[src/rtl/pmu_pkg.sv]
`timescale 1ns/1ps
package pmu_pkg;
  localparam int DATA_W   = 32;
  localparam int ADDR_W   = 4;
  localparam int SEL_W    = 5;
  localparam int EVNUM_W  = 10;
  localparam int CYC_BIT  = 31;
  localparam int DIV_LOG2 = 6;
  localparam int CTRL_W   = 6;

  // control bit positions
  localparam int C_EN      = 0;
  localparam int C_EVRST   = 1;
  localparam int C_CYCRST  = 2;
  localparam int C_DIV     = 3;
  localparam int C_DBGSTOP = 5;
  localparam int NF_LSB    = 11;
  localparam int NF_W      = 5;

  // event type fields
  localparam logic [DATA_W-1:0] TYPE_KEEP = 32'hC800_03FF;
  localparam int XK_BIT = 31;
  localparam int XU_BIT = 30;
  localparam int IH_BIT = 27;
  localparam logic [EVNUM_W-1:0] EV_SWINC  = 10'h000;
  localparam logic [EVNUM_W-1:0] EV_CYCLES = 10'h011;

  typedef enum logic [ADDR_W-1:0] {
    A_CTRL      = 4'd0,
    A_EN_SET    = 4'd1,
    A_EN_CLR    = 4'd2,
    A_INTEN_SET = 4'd3,
    A_INTEN_CLR = 4'd4,
    A_OVF       = 4'd5,
    A_SWINC     = 4'd6,
    A_SEL       = 4'd7,
    A_EVCNT     = 4'd8,
    A_EVTYPE    = 4'd9,
    A_CYCCNT    = 4'd10
  } pmu_addr_e;

  function automatic logic priv_pass(input logic x_kern, input logic x_user,
                                     input logic i_hyp, input logic [1:0] lvl);
    case (lvl)
      2'd0:    return !x_user;
      2'd1:    return !x_kern;
      2'd2:    return i_hyp;
      default: return 1'b0;
    endcase
  endfunction
endpackage

[src/rtl/pmu_evt_counter.sv]
`timescale 1ns/1ps
module pmu_evt_counter
  import pmu_pkg::*;
#(
  parameter int EVT_W = 32
) (
  input  logic              clk,
  input  logic              rst_n,
  input  logic              count_en_i,
  input  logic [1:0]        priv_i,
  input  logic [EVT_W-1:0]  events_i,
  input  logic              swinc_i,
  input  logic              wr_cnt_i,
  input  logic              wr_type_i,
  input  logic              clr_i,
  input  logic [DATA_W-1:0] wdata_i,
  output logic [DATA_W-1:0] cnt_o,
  output logic [DATA_W-1:0] type_o,
  output logic              wrap_o
);
  logic [DATA_W-1:0]  cnt_q, cnt_d, type_q, type_d;
  logic [EVNUM_W-1:0] evnum;
  logic               hit, inc, cnt_upd;

  always_comb begin
    evnum = type_q[EVNUM_W-1:0];
    hit   = 1'b0;
    if (evnum == EV_SWINC) begin
      hit = swinc_i;
    end else if (evnum == EV_CYCLES) begin
      hit = 1'b1;
    end else begin
      for (int i = 0; i < EVT_W; i++) begin
        if (evnum == EVNUM_W'(i)) hit = events_i[i];
      end
    end
    inc = count_en_i & hit &
          priv_pass(type_q[XK_BIT], type_q[XU_BIT], type_q[IH_BIT], priv_i);
  end

  always_comb begin
    cnt_upd = clr_i | wr_cnt_i | inc;
    if (clr_i)         cnt_d = '0;
    else if (wr_cnt_i) cnt_d = wdata_i;
    else               cnt_d = cnt_q + DATA_W'(1);
    wrap_o = inc & ~clr_i & ~wr_cnt_i & (&cnt_q);
    type_d = wdata_i & TYPE_KEEP;
  end

  always_ff @(posedge clk or negedge rst_n) begin
    if (!rst_n) begin
      cnt_q  <= '0;
      type_q <= '0;
    end else begin
      if (cnt_upd)   cnt_q  <= cnt_d;
      if (wr_type_i) type_q <= type_d;
    end
  end

  assign cnt_o  = cnt_q;
  assign type_o = type_q;
endmodule

[src/rtl/pmu_cycle_counter.sv]
`timescale 1ns/1ps
module pmu_cycle_counter
  import pmu_pkg::*;
(
  input  logic              clk,
  input  logic              rst_n,
  input  logic              run_i,
  input  logic              div_i,
  input  logic              clr_i,
  input  logic              wr_i,
  input  logic [DATA_W-1:0] wdata_i,
  output logic [DATA_W-1:0] cnt_o,
  output logic              wrap_o
);
  logic [DATA_W-1:0]   cnt_q, cnt_d;
  logic [DIV_LOG2-1:0] pre_q, pre_d;
  logic                step, cnt_upd, pre_upd;

  always_comb begin
    step    = run_i & (~div_i | (&pre_q));
    pre_upd = clr_i | run_i;
    pre_d   = clr_i ? '0 : pre_q + DIV_LOG2'(1);
    cnt_upd = clr_i | wr_i | step;
    if (clr_i)     cnt_d = '0;
    else if (wr_i) cnt_d = wdata_i;
    else           cnt_d = cnt_q + DATA_W'(1);
    wrap_o = step & ~clr_i & ~wr_i & (&cnt_q);
  end

  always_ff @(posedge clk or negedge rst_n) begin
    if (!rst_n) begin
      cnt_q <= '0;
      pre_q <= '0;
    end else begin
      if (cnt_upd) cnt_q <= cnt_d;
      if (pre_upd) pre_q <= pre_d;
    end
  end

  assign cnt_o = cnt_q;
endmodule

[src/rtl/perf_mon_unit.sv]
`timescale 1ns/1ps
module perf_mon_unit
  import pmu_pkg::*;
#(
  parameter int NUM_CNT = 4,
  parameter int EVT_W   = 32
) (
  input  logic              clk,
  input  logic              rst_n,
  input  logic              reg_wr_i,
  input  logic [ADDR_W-1:0] reg_addr_i,
  input  logic [DATA_W-1:0] reg_wdata_i,
  output logic [DATA_W-1:0] reg_rdata_o,
  input  logic [EVT_W-1:0]  events_i,
  input  logic [1:0]        priv_i,
  input  logic              dbg_prohibit_i,
  output logic              irq_o
);
  localparam logic [DATA_W-1:0] IMPL_MASK =
    (DATA_W'(1) << CYC_BIT) | ((DATA_W'(1) << NUM_CNT) - DATA_W'(1));

  logic [CTRL_W-1:0] ctrl_q, ctrl_d;
  logic [DATA_W-1:0] en_q, en_d, inten_q, inten_d, ovf_q, ovf_d, wrap_vec;
  logic [SEL_W-1:0]  sel_q;
  logic [NUM_CNT-1:0][DATA_W-1:0] cnt_arr, type_arr;
  logic [NUM_CNT-1:0] evt_wrap;
  logic [DATA_W-1:0] cyc_cnt;
  logic cyc_wrap, cyc_run;
  logic wr_ctrl, wr_en_s, wr_en_c, wr_ie_s, wr_ie_c, wr_ovf, wr_swinc;
  logic wr_sel, wr_evcnt, wr_evtype, wr_cyc, evt_clr, cyc_clr;

  always_comb begin
    wr_ctrl   = reg_wr_i && (reg_addr_i == A_CTRL);
    wr_en_s   = reg_wr_i && (reg_addr_i == A_EN_SET);
    wr_en_c   = reg_wr_i && (reg_addr_i == A_EN_CLR);
    wr_ie_s   = reg_wr_i && (reg_addr_i == A_INTEN_SET);
    wr_ie_c   = reg_wr_i && (reg_addr_i == A_INTEN_CLR);
    wr_ovf    = reg_wr_i && (reg_addr_i == A_OVF);
    wr_swinc  = reg_wr_i && (reg_addr_i == A_SWINC);
    wr_sel    = reg_wr_i && (reg_addr_i == A_SEL);
    wr_evcnt  = reg_wr_i && (reg_addr_i == A_EVCNT);
    wr_evtype = reg_wr_i && (reg_addr_i == A_EVTYPE);
    wr_cyc    = reg_wr_i && (reg_addr_i == A_CYCCNT);
    evt_clr   = wr_ctrl & reg_wdata_i[C_EVRST];
    cyc_clr   = wr_ctrl & reg_wdata_i[C_CYCRST];
  end

  // next-state for control and mask registers
  always_comb begin
    ctrl_d = reg_wdata_i[CTRL_W-1:0];
    ctrl_d[C_EVRST]  = 1'b0;
    ctrl_d[C_CYCRST] = 1'b0;
    en_d = en_q;
    if (wr_en_s) en_d = en_q | (reg_wdata_i & IMPL_MASK);
    if (wr_en_c) en_d = en_q & ~reg_wdata_i;
    inten_d = inten_q;
    if (wr_ie_s) inten_d = inten_q | (reg_wdata_i & IMPL_MASK);
    if (wr_ie_c) inten_d = inten_q & ~reg_wdata_i;
    wrap_vec = '0;
    wrap_vec[CYC_BIT] = cyc_wrap;
    for (int i = 0; i < NUM_CNT; i++) wrap_vec[i] = evt_wrap[i];
    ovf_d = ((ovf_q & ~(wr_ovf ? reg_wdata_i : '0)) | wrap_vec) & IMPL_MASK;
  end

  always_ff @(posedge clk or negedge rst_n) begin
    if (!rst_n) begin
      ctrl_q  <= '0;
      en_q    <= '0;
      inten_q <= '0;
      ovf_q   <= '0;
      sel_q   <= '0;
    end else begin
      if (wr_ctrl)            ctrl_q  <= ctrl_d;
      if (wr_en_s | wr_en_c)  en_q    <= en_d;
      if (wr_ie_s | wr_ie_c)  inten_q <= inten_d;
      ovf_q <= ovf_d;
      if (wr_sel)             sel_q   <= reg_wdata_i[SEL_W-1:0];
    end
  end

  for (genvar g = 0; g < NUM_CNT; g++) begin : g_evt
    pmu_evt_counter #(.EVT_W(EVT_W)) i_cnt (
      .clk       (clk),
      .rst_n     (rst_n),
      .count_en_i(ctrl_q[C_EN] & en_q[g]),
      .priv_i    (priv_i),
      .events_i  (events_i),
      .swinc_i   (wr_swinc & reg_wdata_i[g]),
      .wr_cnt_i  (wr_evcnt & (sel_q == SEL_W'(g))),
      .wr_type_i (wr_evtype & (sel_q == SEL_W'(g))),
      .clr_i     (evt_clr),
      .wdata_i   (reg_wdata_i),
      .cnt_o     (cnt_arr[g]),
      .type_o    (type_arr[g]),
      .wrap_o    (evt_wrap[g])
    );
  end

  assign cyc_run = ctrl_q[C_EN] & en_q[CYC_BIT] &
                   ~(ctrl_q[C_DBGSTOP] & dbg_prohibit_i);

  pmu_cycle_counter i_cyc (
    .clk    (clk),
    .rst_n  (rst_n),
    .run_i  (cyc_run),
    .div_i  (ctrl_q[C_DIV]),
    .clr_i  (cyc_clr),
    .wr_i   (wr_cyc),
    .wdata_i(reg_wdata_i),
    .cnt_o  (cyc_cnt),
    .wrap_o (cyc_wrap)
  );

  // read path
  always_comb begin
    reg_rdata_o = '0;
    case (reg_addr_i)
      A_CTRL: begin
        reg_rdata_o[CTRL_W-1:0]       = ctrl_q;
        reg_rdata_o[NF_LSB +: NF_W]   = NF_W'(NUM_CNT);
      end
      A_EN_SET, A_EN_CLR:       reg_rdata_o = en_q;
      A_INTEN_SET, A_INTEN_CLR: reg_rdata_o = inten_q;
      A_OVF:                    reg_rdata_o = ovf_q;
      A_SEL:                    reg_rdata_o[SEL_W-1:0] = sel_q;
      A_EVCNT: begin
        for (int i = 0; i < NUM_CNT; i++)
          if (sel_q == SEL_W'(i)) reg_rdata_o = cnt_arr[i];
      end
      A_EVTYPE: begin
        for (int i = 0; i < NUM_CNT; i++)
          if (sel_q == SEL_W'(i)) reg_rdata_o = type_arr[i];
      end
      A_CYCCNT:                 reg_rdata_o = cyc_cnt;
      default:                  reg_rdata_o = '0;
    endcase
  end

  assign irq_o = |(ovf_q & inten_q);
endmodule

[config.mk]
export PLATFORM = sky130hd
export DESIGN_NAME = perf_mon_unit
export DESIGN_NICKNAME = d
export VERILOG_FILES = /design/src/rtl/pmu_pkg.sv /design/src/rtl/pmu_evt_counter.sv /design/src/rtl/pmu_cycle_counter.sv /design/src/rtl/perf_mon_unit.sv
export SDC_FILE = /design/constraint.sdc
export NUM_CORES = 1
export LEC_CHECK = 0
export BUFFER_PORTS_ARGS = -buffer_cell sky130_fd_sc_hd__buf_2
export CORE_MARGIN = 3
export CORE_UTILIZATION = 56
export CTS_CLUSTER_DIAMETER = 50
export DETAILED_ROUTE_END_ITERATION = 16
export PLACE_DENSITY = 0.77
export SLEW_MARGIN = 40
export SYNTH_ARGS = -nofsm -noshare
export SYNTH_HDL_FRONTEND = slang
export SYNTH_SLANG_ARGS = --single-unit
[constraint.sdc]
create_clock -name clk -period 2.9 [get_ports clk]
set_input_delay 0.29 -clock clk [delete_from_list [all_inputs] [get_ports clk]]
set_output_delay 0.29 -clock clk [all_outputs]
set_load 0.02 [all_outputs]
Word level (Yosys, flattened, before mapping)

Index checks and enable logic that the tools add are counted.

Register bits after elaboration: 296
Latch bits: 0
RAM bits: 0
ROM bits: 0
Input port bits: 74
Output and inout bits: 33
Memories kept: 0

Add/subtract/negate cells: 6
$mul: 0
Divide/modulo/power cells: 0
Order comparisons: 0
Equal/unequal tests: 139
Shifts and indexed selects: 0
Muxes and demuxes: 161
Bitwise gates (word level): 77
Reductions and logical operators: 39

Operators with widths:

| operator              | number |
|---|---|
| $mux 32               | 23 |
| $eq 10x5->1 const B   | 64 |
| $eq 10x4->1 const B   | 32 |
| $add 32x1->32 const B | 5 |
| $eq 10x3->1 const B   | 16 |
| $reduce_and 32->1     | 5 |
| $and 32x32->32        | 4 |
| $mux 1                | 128 |
| $or 32x32->32         | 3 |
| $pmux 16 s6           | 1 |
| $eq 10x2->1 const B   | 8 |
| $not 32->32           | 2 |
| $and 1x1->1           | 45 |
| $eq 10x1->1 const B   | 4 |
| $logic_not 10->1      | 4 |
| $pmux 5 s8            | 1 |
| $reduce_or 32->1      | 1 |
| $pmux 5 s6            | 1 |
| $pmux 5 s5            | 1 |
| $eq 4x3->1 const B    | 4 |
| $or 1x1->1            | 14 |
| $eq 4x4->1 const B    | 3 |
| $pmux 1 s3            | 4 |
| $logic_and 1x1->1     | 11 |
| other kinds (18)      | 38 |

Longest topological paths before layout

Gate-level depths: netlist of the first run.

Depth in word-level cells: 39
Mapped depth: 14

Modules after synthesis

Synthesis of the first run repeated with hierarchy kept, for this count alone.

Cell total of the unflattened synthesis: 2378
Area, all modules: 22460.3 um^2

Modules (own cells, without submodules):

| module                                | times used | cells each | area an instance (um^2) | seq. area each (um^2) |
|---|---|---|---|---|
| pmu_evt_counter at g_evt[0].i_cnt ... | 3          | 375        | 3482.1                  | 1126.1 |
| perf_mon_unit                         | 1          | 616        | 6271.0                  | 1951.9 |
| pmu_evt_counter at g_evt[3].i_cnt     | 1          | 369        | 3290.7                  | 1126.1 |
| pmu_cycle_counter                     | 1          | 268        | 2452.4                  | 950.9 |

Least setup slack after synthesis of the first run

Ideal clock, no wire load.

Kind: register to register
From: register g_evt[0].i_cnt.type_q[0]
To: register g_evt[0].i_cnt.cnt_q[22]
Setup time: 137 ps
Arrival time: 2646 ps
Data required time: 2763 ps
Setup slack: 117 ps
Stages on the path, launching flop included: 14
Buffers on the path: 4
Clock period less this slack: 2783 ps
Path through: dfrtp_1 buf_6 buf_12 and3b_1 a2111oi_2 o311ai_1 a311oi_2 nand2_1 or4_1 buf_2 buf_6 nor3_4 xnor2_1 a21oi_1

Word-level cells in the longest chain between the ends: 36
Elaborated cells between the ends (all ways): 67
Those cells by class: eq/ne (31); mux (32); bitwise (3); reduce/logical (1)

Ends and longest elaborated chain:

| what                          | line                  | source |
|---|---|---|
| start, declared               | pmu_evt_counter.sv:21 | `logic [DATA_W-1:0] cnt_q, cnt_d, type_q, type_d;` |
| start signal, assigned        | pmu_evt_counter.sv:56 | `if (wr_type_i) type_q <= type_d;` |
| $eq 10x1->1                   | pmu_evt_counter.sv:34 | `if (evnum == EVNUM_W'(i)) hit = events_i[i];` |
| $mux 1 (30 in series)         | pmu_evt_counter.sv:34 |  |
| $mux 1                        | pmu_evt_counter.sv:30 | `end else if (evnum == EV_CYCLES) begin` |
| $mux 1 (*)                    | pmu_evt_counter.sv:28 | `if (evnum == EV_SWINC) begin` |
| $and 1x1->1 (*) (2 in series) | pmu_evt_counter.sv:37 | `inc = count_en_i & hit &` |
| $or 1x1->1 (*)                | pmu_evt_counter.sv:42 | `cnt_upd = clr_i \| wr_cnt_i \| inc;` |
| end signal, assigned          | pmu_evt_counter.sv:55 | `if (cnt_upd) cnt_q <= cnt_d;` |
| end, declared                 | pmu_evt_counter.sv:21 |  |

Every way passes the cells marked *; elsewhere a longest branch is shown, timed or not.
A chain may end at the register's enable or synchronous reset.

Worst setup path in the final report of the first run

From: register g_evt[0].i_cnt.type_q[3]
To: register g_evt[0].i_cnt.cnt_q[14]

Same word-level chain as after synthesis.

==> flow_summary.json, run 1 <==
{
  "syn_inst": 2120,
  "tightest_slew_ns": 0.733,
  "layout_setup_ws_ns": -0.0402,
  "drc_errors": 0,
  "min_period_ns": 2.94,
  "required_ns": 3.29,
  "clock_path_buffers": 3,
  "r2r.worst_path.cells": 11,
  "synth_top_family_by_area": "compound AO/OA/AOI/OAI gates",
  "synth-main-ff-cell": "dfrtp_1",
  "setup_viol": 6,
  "synth_cell_type_count": 80,
  "cts_tree": "built",
  "place_congestion": 0.984,
  "clock_latency_ns": 0.53,
  "grt_pass1_vias": 17700,
  "post-route-util": 0.693,
  "drive_gt1_frac": 0.228,
  "fmax_ghz": 0.340,
  "ir_drop_uv": 471,
  "cpPeakStageDelay_ns": 0.45,
  "synth_mux_area_frac": 0.0571,
  "track_usage": 0.366,
  "multiInputGateArea_um2": 10700,
  "violations": "setup timing",
  "p_per_area_nw_per_um2": 625,
  "syn_nets": 2200,
  "crit_type": "flip-flop to flip-flop",
  "ys_ff_latch": 296,
  "max_cap_viol_count": 0,
  "die_w_um": 187,
  "regArea_um2": 7420,
  "slew-limit-headroom": 0.507,
  "ant_nets": 0,
  "cts_root_buffer": "clkbuf_16",
  "crit_arrival_ns": 3.33,
  "ys_warn_count": 0,
  "area_growth_pct": 20.2,
  "cp_top_family": "simple AND/OR/NAND/NOR gates",
  "coreArea_um2": 32000,
  "die_area_um2": 35100,
  "io_buffers": 104,
  "nNetsFinal": 2354,
  "grt_pass1_wl_mm": 102,
  "reg2reg_setup_slack_ns": -0.04,
  "antenna_found_initial": 3,
  "routed_wl_mm": 67.7,
  "p_total_mw": 13.8,
  "nFillCells": 2418,
  "r2r_end": "g_evt[0].i_cnt.cnt_o[14]",
  "ys_seq_area_frac": 0.402,
  "skew_ns": 0.0124,
  "drt_pass1_iterations": 7,
  "maxSlewViolCount": 0,
  "outcome": "complete, but fails checks",
  "path_cells": "buf_4 -> nor2b_1 -> o221a_2 -> o311ai_4 -> a311oi_4 -> nand2_1 -> or4_4 -> buf_12 -> nor3_2 -> xnor2_1 -> a21oi_1",
  "async_reset_ff_frac": 1.00,
  "finalCritPeriodShare": 1.01,
  "critPathBufInv": 2,
  "cp-end-kind": "flip-flop",
  "cts_sinks": 296,
  "start_kind": "flip-flop",
  "yosys.area_share.adder": 0.00462,
  "rsz0062_at_grt": "yes",
  "grt_max_degree": 67,
  "hp-class": "input port to flip-flop",
  "drt_iter0_drc": 2593,
  "synth_edf_count": 0,
  "hold_end": "inten_q[20]",
  "finalHoldViolCount": 0,
  "num_io_pins": 107,
  "start_util": 0.576,
  "cts_inserted_buffers": 36,
  "min-delay-start": "reg_wdata_i[20]",
  "r2r-start": "g_evt[0].i_cnt.type_o[3]",
  "clk_pin_slew_ns": 0.06,
  "wl_per_cell_um": 24.7,
  "rows": 65,
  "dieHeight_um": 187,
  "vias": 18500,
  "cp_slowest_cell": "or4_4",
  "netlist_area_um2": 18400,
  "grt_overflow": 0,
  "synth-compound-area-share": 0.243,
  "synth_xor_area_frac": 0.0747,
  "synth-simple-area-share": 0.173,
  "holdPathStages": 2,
  "avgViaCountPerCell": 6.77,
  "synth_area_per_cell_um2": 8.68,
  "htree_levels": 2,
  "p_leak_nw": 9.20,
  "dp_hpwl_mm": 47.1,
  "cp_max_fo": 14
}
==> registers in the layout, summed over array words and instances (netlist names), named ones only <==
register / flops
i_cyc.cnt_o: 32
g_evt.i_cnt.cnt_o: 128
sel_q: 5
g_evt.i_cnt.type_o: 52
inten_q: 27
i_cyc.pre_q: 6
ovf_q: 5
ctrl_q: 4
en_q: 27
==> how the worst max path moves through the flow <==
stage	from	to	slack [ns]	cells after the start
6_report	g_evt[0].i_cnt.type_o[3]	g_evt[0].i_cnt.cnt_o[14]	-0.04	11
5_1_grt	g_evt[0].i_cnt.type_o[9]	g_evt[0].i_cnt.cnt_o[30]	-0.14	10
4_1_cts	sel_q[4]	reg_rdata_o[30]	-0.006	8
3_5_place_dp	g_evt[0].i_cnt.type_o[9]	g_evt[0].i_cnt.cnt_o[14]	-0.16	10
3_3_place_gp	g_evt[0].i_cnt.type_o[9]	g_evt[0].i_cnt.cnt_o[14]	-0.12	10
2_1_floorplan	g_evt[0].i_cnt.type_o[0]	g_evt[0].i_cnt.cnt_o[22]	0.12	13
==> timing repair <==
item	CTS	global route
resized for setup	44	100
hold buffers	1	0
endpoints found under the setup margin	111	132
buffers inserted	3	16
endpoints found under the hold margin	59	0
gates cloned	0	3
pin swaps	10	23
==> cell type report <==
type / instances / area share
multi-input combinational: 1611 / 0.482
sequential: 296 / 0.335
timing repair buffer: 284 / 0.0971
clock buffer: 50 / 0.0472
tap: 435 / 0.0246
inverter: 45 / 0.00763
clock inverter: 14 / 0.00639
antenna: 2 / 0.000226
==> cell families after synthesis <==
| group | Yosys count |
|---|---|
| AO/OA/AOI/OAI | 729 |
| AND/OR/NAND/NOR | 626 |
| flip-flops | 296 |
| buffers and inverters | 213 |
| XOR/XNOR | 157 |
| multiplexers | 92 |
| adder cells (fa/ha/maj) | 7 |
==> metal layers <==
layer | up-vias | wire [um] | GRT usage
met2 | 1340 | 29200 | 0.535
met5 | - | 13 | 0
met4 | 2 | 2080 | 0.105
met1 | 8966 | 26400 | 0.529
li1 | 8069 | - | -
met3 | 158 | 10000 | 0.111
==> cell usage in the layout (no fill, tap or decap), types with 11 or more instances in the layout <==
cell type    n
clkbuf_16   39
mux2i_1     22
a22oi_1     41
nor2b_1     20
nor2_1     103
buf_2       97
a21boi_0    55
and3_1      33
o21ai_1     19
nand2b_1    15
nand3_1     82
mux2_2      64
and4_1      12
a21oi_1    216
a211oi_1    22
buf_4      159
xnor2_1     94
dfrtp_1    283
o21ai_0    223
nand2_1    156
xor2_1      63
nor2_2      12
dfrtp_2     13
nand4_1     43
inv_1       45
and2_1      20
nor3_1      40
or3_1       12
a222oi_1    30
a21oi_2     11
buf_12      13
==> through the flow <==
| step | area [um2] | hold WS [ns] | setup slack (ns) | setup TNS (ns) | cells |
|---|---|---|---|---|---|
| after detailed placement | 20200 | 0.282 | -0.163 | -4.75 | 2648 |
| after CTS | 21600 | 0.0932 | -0.00574 | -0.00574 | 2716 |
| final | 22100 | 0.116 | -0.0402 | -0.0961 | 2737 |
| after floorplan | 18400 | -0.00559 | 0.117 | 0 | 2120 |
| after global routing | 22100 | 0.103 | -0.145 | -1.96 | 2737 |
| after global placement | 20200 | 0.279 | -0.124 | -2.26 | 2648 |
==> power breakdown <==
| part | internal [mW] | total, mW | leakage (nW) | switching [mW] |
|---|---|---|---|---|
| clock network | 2.71 | 4.52 | 0.587 | 1.82 |
| logic | 1.59 | 3.64 | 4.70 | 2.06 |
| registers | 4.77 | 5.66 | 3.91 | 0.897 |
| total | 9.06 | 13.8 | 9.20 | 4.77 |
==> Yosys cell counts (all sizes together) (5+ instances only) <==
master / count / area, um2
mux2i: 24 / 240
dfrtp: 296 / 7410
o21ai: 247 / 1240
nand4: 43 / 269
nor2: 116 / 453
nand3: 85 / 425
nand2b: 17 / 106
a211oi: 28 / 215
and2: 22 / 138
or4: 6 / 45.0
nand3b: 7 / 52.6
inv: 45 / 169
nor4: 15 / 109
ha: 6 / 75.1
o2111ai: 5 / 43.8
a221oi: 12 / 105
clkbuf: 146 / 548
or2: 5 / 31.3
nand2: 162 / 608
and3: 34 / 213
a31oi: 7 / 43.8
xnor2: 94 / 823
buf: 22 / 129
nor2b: 22 / 138
a311oi: 5 / 50.0
a22oi: 42 / 315
a21oi: 228 / 1140
mux2: 64 / 721
o22ai: 7 / 43.8
a21boi: 56 / 420
xor2: 63 / 552
and4: 12 / 105
o31ai: 8 / 60.1
nor3: 54 / 302
or3: 15 / 93.8
a222oi: 30 / 300
Note: power is estimated with default switching activity, not from simulation.
==> inputs of run 2 (changes only) <==
Settings changed: CORE_UTILIZATION 56 to 41, PLACE_DENSITY 0.77 to default.
==> run 2 against run 1 <==
The flow still finishes with violations (setup timing); routed wire length grew 8.3%; non-clock buffer count grew 51; sequential share of layout area shrank 2.3 points; setup slack lost 0.079 ns; total power grew 10%; maximum frequency shrank 2.6%; clock power grew 23%.
==> flow_summary.json, run 2 (synthesis results as in run 1) <==
{
  "num_io_pins": 107,
  "dieHeight_um": 218,
  "cts_root_buffer": "clkbuf_16",
  "grt_pass1_wl_mm": 108,
  "tightest_slew_ns": 0.746,
  "area_growth_pct": 29.1,
  "finalCritPeriodShare": 1.04,
  "min-delay-start": "reg_wdata_i[20]",
  "cp_max_fo": 22,
  "htree_levels": 2,
  "crit_arrival_ns": 2.73,
  "antenna_found_initial": 0,
  "hold_end": "en_q[20]",
  "final_common_cell": "dfrtp_1",
  "track_usage": 0.294,
  "cp-end-kind": "output pin",
  "drc_errors": 0,
  "path_cells": "nor4_2 -> buf_4 -> nand2_4 -> buf_12 -> o21ai_4 -> a21oi_2 -> or4_4 -> buf_6",
  "avgViaCountPerCell": 6.26,
  "r2r_end": "g_evt[2].i_cnt.cnt_o[23]",
  "maxSlewViolCount": 0,
  "drive_gt1_frac": 0.268,
  "min_period_ns": 3.02,
  "crit_type": "flip-flop to output pin",
  "num_antenna_cells": 0,
  "fin_tns_setup_ns": -0.645,
  "ir_drop_uv": 613,
  "violations": "setup timing",
  "drt_pass1_iterations": 6,
  "skew_ns": 0.0285,
  "routed_wl_mm": 73.4,
  "rows": 77,
  "clk_pin_slew_ns": 0.06,
  "holdPathStages": 2,
  "wl_per_cell_um": 24.8,
  "required_ns": 2.61,
  "cts_tree": "built",
  "grt_overflow": 0,
  "coreArea_um2": 44300,
  "hp-class": "input port to flip-flop",
  "m1WireLength_mm": 32.4,
  "finalHoldViolCount": 0,
  "place_congestion": 0.936,
  "ant_nets": 0,
  "p_leak_nw": 9.77,
  "dp_hpwl_mm": 51.3,
  "die_w_um": 218,
  "fmax_ghz": 0.331,
  "outcome": "complete, but fails checks",
  "cpPeakStageDelay_ns": 0.59,
  "p_per_area_nw_per_um2": 642,
  "cts_inserted_buffers": 42,
  "p_total_mw": 15.3,
  "largest_register_ffs": 128,
  "slew-limit-headroom": 0.501,
  "die_area_um2": 47500,
  "nNetsFinal": 2411,
  "layout_setup_ws_ns": -0.119,
  "route.met3.wl_mm": 7.75,
  "vias": 18500,
  "clock_latency_ns": 0.56,
  "max_cap_viol_count": 0,
  "r2r.worst_path.cells": 9,
  "start_util": 0.415,
  "highest_layer": "met4",
  "cp_slowest_cell": "or4_4",
  "grt_pass1_vias": 17200,
  "r2r-start": "g_evt[2].i_cnt.type_o[0]",
  "start_kind": "flip-flop",
  "cts_sinks": 296,
  "layout_common_cells": "dfrtp_1, o21ai_0, buf_4",
  "setup_viol": 21,
  "grt_max_degree": 76,
  "clock_path_buffers": 3,
  "reg2reg_setup_slack_ns": -0.05,
  "drt_iter0_drc": 2399,
  "rsz0062_at_grt": "yes",
  "io_buffers": 104,
  "wl_met2_mm": 31.6
}
==> run 2: changes by cell type in the layout (fill, tap and decap cells not counted), sizes merged <==
cell	previous run	this run
buf	281	329
clkbuf	52	62
bufinv	2	7
clkinv	9	5
inv	47	50
diode	2	0
bufbuf	0	1
clkinvlp	1	2
==> run 2: layer usage <==
layer  up-vias  GRT usage
met2       991      0.425
met1      9196      0.448
met5         -          0
li1       8200          -
met4         0     0.0672
met3       113     0.0637
==> run 2: worst max-delay path: cells and delay by family, from the launching register on <==
family | cells | cell delay (ns)
and+or+nand+nor | 3 | 0.99
DFF | 1 | 0.41
AOI/OAI and AO/OA | 2 | 0.21
buffers and inverters | 3 | 0.55
==> run 2: timing repair <==
action	4_1_cts	5_1_grt
hold endpoints to repair	69	0
pin swaps	16	96
setup endpoints to repair	80	110
gates cloned	1	6
gates resized for setup	72	212
hold buffers	1	0
buffers inserted	8	15
==> run 2: layout make-up <==
type                            count  area (um2)
Sequential cell                   296        7410
Clock inverter                     19         304
Fill cell                        4020       20600
Timing Repair Buffer              335        2870
Clock buffer                       58        1200
Multi-Input combinational cell   1611       11100
Inverter                           45         169
Tap cell                          592         741
==> run 2: power by group <==
group / total, mW / leakage, nW / internal, mW / switching (mW)
Combinational: 4.03 / 5.11 / 1.81 / 2.23
Clock: 5.58 / 0.733 / 3.54 / 2.04
Sequential: 5.64 / 3.93 / 4.77 / 0.870
Total: 15.3 / 9.77 / 10.1 / 5.14
==> run 2: through the flow <==
stage | worst slack, ns | cells | hold slack (ns) | area, um2 | utilization
2_1_floorplan | 0.117 | 2120 | -0.00559 | 18400 | -
3_3_place_gp | -0.160 | 2852 | 0.335 | 20800 | 0.470
3_5_place_dp | -0.170 | 2852 | 0.332 | 20800 | 0.470
4_1_cts | -0.0767 | 2938 | 0.0710 | 22700 | 0.512
5_1_grt | -0.154 | 2956 | 0.0979 | 23800 | 0.536
6_report | -0.119 | 2956 | 0.125 | 23800 | 0.536
==> run 2: worst max-delay path by stage <==
| stage | startpoint | to | slack, ns | cells past startpoint |
|---|---|---|---|---|
| 6_report | sel_q[4] | reg_rdata_o[0] | -0.12 | 8 |
| 5_1_grt | g_evt[0].i_cnt.type_o[0] | g_evt[0].i_cnt.cnt_o[29] | -0.15 | 14 |
| 4_1_cts | sel_q[2] | reg_rdata_o[5] | -0.08 | 10 |
| 3_5_place_dp | g_evt[2].i_cnt.type_o[0] | g_evt[2].i_cnt.cnt_o[23] | -0.17 | 9 |
| 3_3_place_gp | g_evt[2].i_cnt.type_o[0] | g_evt[2].i_cnt.cnt_o[21] | -0.16 | 9 |
| 2_1_floorplan | g_evt[0].i_cnt.type_o[0] | g_evt[0].i_cnt.cnt_o[22] | 0.12 | 13 |
